### config.mk
export PLATFORM = sky130hd
export DESIGN_NAME = sop_fuse_array
export DESIGN_NICKNAME = d
export VERILOG_FILES = /design/src/rtl/sfa_pkg.sv /design/src/rtl/sfa_fuse_loader.sv /design/src/rtl/sfa_and_plane.sv /design/src/rtl/sfa_or_plane.sv /design/src/rtl/sop_fuse_array.sv
export SDC_FILE = /design/constraint.sdc
export NUM_CORES = 1
export LEC_CHECK = 0
export ABC_AREA = 1
export BUFFER_PORTS_ARGS = -buffer_cell sky130_fd_sc_hd__buf_2
export CAP_MARGIN = 20
export CORE_ASPECT_RATIO = 0.7
export CORE_MARGIN = 2
export CORE_UTILIZATION = 55
export CTS_CLUSTER_DIAMETER = 80
export DETAILED_ROUTE_END_ITERATION = 8
export PLACE_DENSITY = 0.77
export SKIP_LAST_GASP = 1
export SLEW_MARGIN = 20
export SYNTH_ARGS = -nofsm -noshare
export SYNTH_HDL_FRONTEND = slang
export SYNTH_SLANG_ARGS = --single-unit
export TNS_END_PERCENT = 100
### constraint.sdc
create_clock -name clk -period 1.1 [get_ports clk]
set_input_delay 0.165 -clock clk [delete_from_list [all_inputs] [get_ports clk]]
set_output_delay 0.165 -clock clk [all_outputs]
set_load 0.01 [all_outputs]
### src/rtl/sfa_pkg.sv
package sfa_pkg;
    timeunit 1ns;
    timeprecision 1ps;

    localparam int DEF_N_IN   = 5;
    localparam int DEF_N_TERM = 7;
    localparam int DEF_N_OUT  = 3;

    typedef enum logic [1:0] {
        MODE_PLA     = 2'd0,
        MODE_PAL     = 2'd1,
        MODE_PROM    = 2'd2,
        MODE_PLA_ALT = 2'd3
    } mode_e;

    // Output that owns term t when the sum plane is fixed: terms are split
    // into contiguous groups, the first (n_term % n_out) groups one larger.
    function automatic int pal_owner(input int t, input int n_term, input int n_out);
        int base;
        int rem;
        int big;
        base = n_term / n_out;
        rem  = n_term % n_out;
        big  = rem * (base + 1);
        if (t < big)
            return t / (base + 1);
        return rem + (t - big) / base;
    endfunction
endpackage

### src/rtl/sfa_fuse_loader.sv
module sfa_fuse_loader #(
    parameter int TOTAL = 91
) (
    input  logic             clk,
    input  logic             rst,
    input  logic             cfg_en,
    input  logic             cfg_bit,
    output logic [TOTAL-1:0] fuse_q,
    output logic             done
);
    timeunit 1ns;
    timeprecision 1ps;

    localparam int CW = $clog2(TOTAL + 1);

    logic [CW-1:0] cnt;
    logic          take;

    assign take = cfg_en && !done;

    always_ff @(posedge clk) begin
        if (rst) begin
            fuse_q <= '1;
            cnt    <= '0;
            done   <= 1'b0;
        end else if (take) begin
            fuse_q <= {fuse_q[TOTAL-2:0], cfg_bit};
            cnt    <= cnt + 1'b1;
            done   <= (cnt == CW'(TOTAL - 1));
        end
    end
endmodule

### src/rtl/sfa_and_plane.sv
module sfa_and_plane
    import sfa_pkg::*;
#(
    parameter int N_IN   = DEF_N_IN,
    parameter int N_TERM = DEF_N_TERM
) (
    input  mode_e                      mode,
    input  logic [N_IN-1:0]            din,
    input  logic [N_TERM*2*N_IN-1:0]   and_fuse,
    output logic [N_TERM-1:0]          prod
);
    timeunit 1ns;
    timeprecision 1ps;

    localparam int N_LIT    = 2 * N_IN;
    localparam int AND_BITS = N_TERM * N_LIT;
    localparam int SEL_W    = (N_TERM > 1) ? $clog2(N_TERM) : 1;

    logic [N_LIT-1:0] lits;

    always_comb begin
        for (int i = 0; i < N_IN; i++) begin
            lits[2*i]   = din[i];
            lits[2*i+1] = ~din[i];
        end
    end

    for (genvar t = 0; t < N_TERM; t++) begin : g_term
        logic [N_LIT-1:0] keep;
        logic             fused_term;
        logic             decoded_term;

        always_comb begin
            for (int l = 0; l < N_LIT; l++)
                keep[l] = and_fuse[AND_BITS-1-(t*N_LIT+l)];
        end

        // a blown fuse turns its literal into a don't-care
        assign fused_term   = &(lits | ~keep);
        assign decoded_term = (din[SEL_W-1:0] == SEL_W'(t));
        assign prod[t]      = (mode == MODE_PROM) ? decoded_term : fused_term;
    end
endmodule

### src/rtl/sfa_or_plane.sv
module sfa_or_plane
    import sfa_pkg::*;
#(
    parameter int N_TERM = DEF_N_TERM,
    parameter int N_OUT  = DEF_N_OUT
) (
    input  mode_e                      mode,
    input  logic [N_TERM-1:0]          prod,
    input  logic [N_TERM*N_OUT-1:0]    or_fuse,
    output logic [N_OUT-1:0]           dout
);
    timeunit 1ns;
    timeprecision 1ps;

    localparam int OR_BITS = N_TERM * N_OUT;

    for (genvar k = 0; k < N_OUT; k++) begin : g_out
        logic [N_TERM-1:0] conn;
        logic [N_TERM-1:0] fixed_grp;

        always_comb begin
            for (int t = 0; t < N_TERM; t++) begin
                conn[t]      = or_fuse[OR_BITS-1-(k*N_TERM+t)];
                fixed_grp[t] = (pal_owner(t, N_TERM, N_OUT) == k);
            end
        end

        assign dout[k] = |(prod & ((mode == MODE_PAL) ? fixed_grp : conn));
    end
endmodule

### src/rtl/sop_fuse_array.sv
module sop_fuse_array
    import sfa_pkg::*;
#(
    parameter int N_IN   = DEF_N_IN,
    parameter int N_TERM = DEF_N_TERM,
    parameter int N_OUT  = DEF_N_OUT
) (
    input  logic             clk,
    input  logic             rst,
    input  logic             cfg_en,
    input  logic             cfg_bit,
    input  logic [1:0]       mode,
    input  logic [N_IN-1:0]  din,
    output logic [N_OUT-1:0] dout,
    output logic             cfg_done
);
    timeunit 1ns;
    timeprecision 1ps;

    localparam int N_LIT     = 2 * N_IN;
    localparam int AND_BITS  = N_TERM * N_LIT;
    localparam int OR_BITS   = N_TERM * N_OUT;
    localparam int FUSE_BITS = AND_BITS + OR_BITS;

    logic [FUSE_BITS-1:0] fuse_q;
    logic [N_TERM-1:0]    prod;
    mode_e                mode_sel;

    assign mode_sel = mode_e'(mode);

    sfa_fuse_loader #(.TOTAL(FUSE_BITS)) u_loader (
        .clk     (clk),
        .rst     (rst),
        .cfg_en  (cfg_en),
        .cfg_bit (cfg_bit),
        .fuse_q  (fuse_q),
        .done    (cfg_done)
    );

    sfa_and_plane #(.N_IN(N_IN), .N_TERM(N_TERM)) u_and (
        .mode     (mode_sel),
        .din      (din),
        .and_fuse (fuse_q[FUSE_BITS-1 -: AND_BITS]),
        .prod     (prod)
    );

    sfa_or_plane #(.N_TERM(N_TERM), .N_OUT(N_OUT)) u_or (
        .mode    (mode_sel),
        .prod    (prod),
        .or_fuse (fuse_q[OR_BITS-1:0]),
        .dout    (dout)
    );
endmodule

* Word level (Yosys, flattened, before mapping)
Cells that the tools add are included.
W data, S select, Z words.
** Storage, ports and cells
- Register bits :: 99
- Input bits :: 11
- Output and inout port bits :: 4
- Word-level logic and storage cells :: 58
** Operators by class
- $add $sub $neg :: 1
- Equal/unequal tests :: 9
- Muxes and demuxes :: 10
- Bitwise gates (word level) :: 22
- Reductions and logical operators :: 13
** Operators with widths (number)
- $not A10 Y10 :: 7
- $or A10 B10 Y10 :: 7
- $reduce_and A10 Y1 :: 7
- $and A7 B7 Y7 :: 3
- $mux W7 :: 3
- $reduce_or A7 Y1 :: 3
- $eq A3 B3 Y1 const B :: 3
- $add A7 B1 Y7 const B :: 1
- $eq A7 B7 Y1 const B :: 1
- $mux W1 :: 7
- $eq A3 B2 Y1 const B :: 2
- $not A1 Y1 :: 5
- $eq A3 B1 Y1 const B :: 1
- $logic_not A3 Y1 :: 1
- $eq A2 B1 Y1 const B :: 1
- $eq A2 B2 Y1 const B :: 1
- $logic_and A1 B1 Y1 :: 1
- $logic_not A1 Y1 :: 1

* Depth between registers and ports, before layout
- Depth after elaboration :: 6
- Gate-level depth with buffers :: 11
- Gate-level depth less buffers :: 10

* Cells and area by module
From an unflattened synthesis, not the netlist that was laid out.
** Second synthesis, totals
- Cells, all modules :: 671
- Area total of the unflattened synthesis :: 4454.3 um^2
** By module, submodules not included
- sfa_fuse_loader :: instances 1, cells each 448, area an instance 3547.2 um^2
- sfa_and_plane :: instances 1, cells each 170, area an instance 689.4 um^2
- sfa_or_plane :: instances 1, cells each 53, area an instance 217.7 um^2

* Worst setup path after synthesis
Ideal clock, no wire load.
- Path type :: reg-to-reg
- From :: reg u_loader.done
- To :: reg u_loader.fuse_q[22]
- Setup time :: 0.130 ns
- Arrival :: 1.114 ns
- Data required time :: 0.970 ns
- Setup slack :: -0.143 ns
- Cell stages (with the launch flop) :: 8
- Path buffers :: 2
- Period minus slack after synthesis :: 1.243 ns
- Cells stage by stage :: dfxtp_1 > inv_1 > nand2_2 > clkinv_2 > buf_2 > buf_2 > nand2_1 > nand3_1
** On the way
- Longest elaborated chain between the ends :: 2
** RTL lines
- from (decl) :: line sfa_fuse_loader.sv:9 : output logic done
- from (signal assigned) :: line sfa_fuse_loader.sv:29 : done <= (cnt == CW'(TOTAL - 1));
- $logic_not A1 Y1 :: line sfa_fuse_loader.sv:19 : assign take = cfg_en && !done;
- $logic_and A1 B1 Y1 :: line sfa_fuse_loader.sv:19
- to (signal assigned) :: line sfa_fuse_loader.sv:27 : fuse_q <= {fuse_q[TOTAL-2:0], cfg_bit};
- to (decl) :: line sfa_fuse_loader.sv:8 : output logic [TOTAL-1:0] fuse_q,
Every way passes these cells.
A chain may end at the register's enable or synchronous reset.

* Worst setup path after layout
- From :: reg u_loader.fuse_q[59]
- To :: out dout[2]
** On the way
- Longest elaborated chain between the ends :: 6
** RTL lines
- $not A10 Y10 :: line sfa_and_plane.sv:39 : assign fused_term = &(lits | ~keep);
- $or A10 B10 Y10 :: line sfa_and_plane.sv:39
- $reduce_and A10 Y1 :: line sfa_and_plane.sv:39
- $mux W1 :: line sfa_and_plane.sv:41 : assign prod[t] = (mode == MODE_PROM) ? decoded_term : fused_term;
- $and A7 B7 Y7 :: line sfa_or_plane.sv:28 : assign dout[k] = |(prod & ((mode == MODE_PAL) ? fixed_grp : conn));
- $reduce_or A7 Y1 :: line sfa_or_plane.sv:28
- to (decl) :: line sop_fuse_array.sv:14 : output logic [N_OUT-1:0] dout,
Every way passes these cells.

==> results.yml <==
outcome:
  status: "finished with violations"
  failed_checks: "negative setup slack"
floorplan:
  boundaryPins: 15
  floorplan.rows: 27
  effective_utilization_at_floorplan_pct: 56.1
  floorplan.core_area_um2: 7800
  die_h_um: 78.6
  floorplan.die_area_um2: 8700
  chipWidth_um: 111
drt:
  detail_route.iter0.violations: 662
  wl_um: 16000
  number_of_search_and_repair_iterations_in_the_first_detailed_routing_pass: 5
  drt-wirelength-per-cell_um: 18.3
  drt-vias-per-instance: 5.80
  drc: 0
  via_count: 5078
  detail-route-antenna-nets: 0
final_layout:
  layout.cells.most_common_list: "sky130_fd_sc_hd__nand2_1, sky130_fd_sc_hd__buf_4, sky130_fd_sc_hd__dfxtp_1"
  layout-drive-gt1-share_pct: 36.3
  mostFrequentLayoutCell: "sky130_fd_sc_hd__nand2_1"
  finish.net_count: 783
  diodes: 0
  syn_to_final_growth_pct: 47.6
sta:
  timing.final.max_slew_violations: 0
  fmaxAchievable_ghz: 0.568
  post_route_setup_slack_ns: -0.660
  hold_slack_ns: 0.0288
  rsz0062_at_grt: "true"
  min_period_ns: 1.76
  report.final.hold_viol_count: 0
  worstMarginPinSlew_ns: 0.413
  relSlewSlack_pct: 72.4
  post-route-period-util_pct: 160
  finalSetupViolCount: 90
  total_negative_setup_slacks_ns: -9.86
  fin_worst_skew_ns: 0.00824
synth:
  avgSynthCellArea_um2: 6.63
  postSynthNetCount: 673
  synth_top_cell_by_area: "sky130_fd_sc_hd__dfxtp_1"
  netlist_area_um2: 4380
  synth.top_cell.area_share_pct: 45.3
  syn-instance-count: 660
  synth-seq-area-share_pct: 45.3
  yosys.cell_types.count: 23
  synth.top_cells.by_area: "sky130_fd_sc_hd__dfxtp_1, sky130_fd_sc_hd__nand2_1, sky130_fd_sc_hd__nand3_1"
  ys_seq_elements: 99
  ys_warn_count: 0
setup_path:
  rr_worst_depth: 6
  first_element_of_the_critical_path: "u_loader.fuse_q[59]$_SDFFE_PP1P_"
  critPathArrivalTime_ns: 1.60
  worst-r2r-setup-slack_ns: -0.19
  crit_path_end: "dout[2]"
  timing.critical_path.fanout_max: 3
  timing.rr.start: "u_loader.done$_SDFFE_PP0P_"
  timing.critical_path.to_type: "output pin"
  critical_path_class: "reg -> out"
  regToRegEndpoint: "u_loader.cnt[3]$_SDFFE_PP0P_"
  worstPathRequired_ns: 0.94
  cp-start-kind: "flop"
worst_hold_path:
  hold_path.class: "in -> reg"
job:
  drv.max_cap_violation_count: 0
power_and_ir_drop:
  worst_ir_drop_vdd_uv: 1210
  p_int_mw: 6.63
  power.clock.fraction_pct: 37.3
  p_leak_nw: 3.29
  switching_share_pct: 27.1
  power.density_cell_area_nw_per_um2: 1410
  power_switching_mw: 2.46
  share_seq_of_total_power_pct: 43.9
  power.share.combinational_pct: 18.8
cts:
  cts-root-buf: "sky130_fd_sc_hd__clkbuf_16"
  clock-sinks: 99
  tritoncts: "done"
  cts.hold.buffers_added: 0
  clk_path_buf_depth: 2
  worstSkewPairLatency_ns: 0.35
  tritoncts_buffer_count: 9
  ctsHtreeMaxLevel: 3
  clkTransAtPathRegs_ns: 0.07
global_routing:
  grt_usage_pct: 29.6
  gr-total-overflow: 0
  first_global_vias: 4197
  antenna_found_initial: 0
  global_route_wire_length_before_repair_um: 20600
  grt_start_max_net_pins: 35
placed_design:
  io_buffers: 14
  placement.setup.worst_slack_ns: -0.501
  detailedPlacementHpwl_um: 8270
  routabilityCongestion: 0.969
-- per-layer routing --
metal / routed length (µm) / vias to the layer above / share of wire (%) / track usage [%]
li1: - / 2310 / - / -
met1: 6590 / 2347 / 41 / 41.8
met2: 7280 / 358 / 45 / 45.5
met3: 1600 / 63 / 10 / 6.02
met4: 580 / 0 / 3.6 / 9.63
met5: 0 / - / 0 / 0
-- Yosys cell counts (all sizes together) --
cell / number
a21oi: 10
buf: 14
clkbuf: 21
clkinv: 1
dfxtp: 99
ha: 2
inv: 31
nand2: 312
nand3: 83
nand4: 1
nor2: 50
nor3: 3
o211ai: 21
o21ai: 5
or2: 7
-- repair_timing --
item | 4_1_cts | 5_1_grt
setup buffers | 3 | 10
pin swaps | 6 | 47
hold endpoints to repair | 0 | 0
endpoints found under the setup margin | 6 | 42
resized for setup | 27 | 126
cloned | 0 | 13
-- stage by stage --
step | cell area, µm² | utilization (%) | total power [mW] | instances
2_1_floorplan | 4400 | - | 4.70 | 660
3_3_place_gp | 5280 | 67.6 | 5.25 | 836
3_5_place_dp | 5280 | 67.6 | 5.29 | 836
4_1_cts | 5690 | 72.9 | 8.65 | 854
5_1_grt | 6460 | 82.8 | 9.38 | 875
6_report | 6460 | 82.8 | 9.10 | 875
-- worst min-delay path by stage --
stage / from / endpoint / slack (ns) / cells past startpoint
detailed placement: rst / u_loader.done$_SDFFE_PP0P_ / 0.37 / 2
floorplan: rst / u_loader.done$_SDFFE_PP0P_ / 0.23 / 1
CTS: rst / u_loader.done$_SDFFE_PP0P_ / 0.01 / 2
global placement: rst / u_loader.done$_SDFFE_PP0P_ / 0.36 / 2
finish: cfg_bit / u_loader.fuse_q[0]$_SDFFE_PP1P_ / 0.03 / 3
global route: rst / u_loader.cnt[0]$_SDFFE_PP0P_ / 0.04 / 2
-- power groups by stage --
stage,registers [mW],logic [mW],clock network [mW]
floorplan,4.00,0.702,0
global placement,4.01,1.24,0
detailed placement,4.02,1.27,0
CTS,3.96,1.29,3.40
global route,4.01,1.84,3.54
finish,3.99,1.71,3.40
-- critical path: stages, from the launching register on --
cell and delay [ns]:
sky130_fd_sc_hd__dfxtp_1 0.32, sky130_fd_sc_hd__nand2_1 0.07, sky130_fd_sc_hd__inv_1 0.06, sky130_fd_sc_hd__nor2_1 0.15
sky130_fd_sc_hd__nand3_1 0.13, sky130_fd_sc_hd__nand2_2 0.15, sky130_fd_sc_hd__nand2_1 0.08, sky130_fd_sc_hd__nand2_1 0.08
sky130_fd_sc_hd__nor2_1 0.04, sky130_fd_sc_hd__nand2_1 0.06, sky130_fd_sc_hd__buf_2 0.13
-- area by class of cell --
cell class	instances	area (µm²)
multi-input combinational	494	2520
sequential	99	2030
fill	441	1340
timing repair buffer	134	1340
clock buffer	10	239
inverter	32	130
tap	101	126
clock inverter	5	77.6
-- registers in the layout, summed over array words and instances (netlist names) --
name / cells
u_loader.fuse_q: 91
u_loader.cnt: 7
u_loader.done: 1
-- kinds of logic after synthesis --
group	share of synthesized area, %
and+or+nand+nor	42.5
DFF	45.3
buffers and inverters	6.32
adders and majority gates	0.572
AOI/OAI and AO/OA	5.32
(Power assumes the default switching activity.)
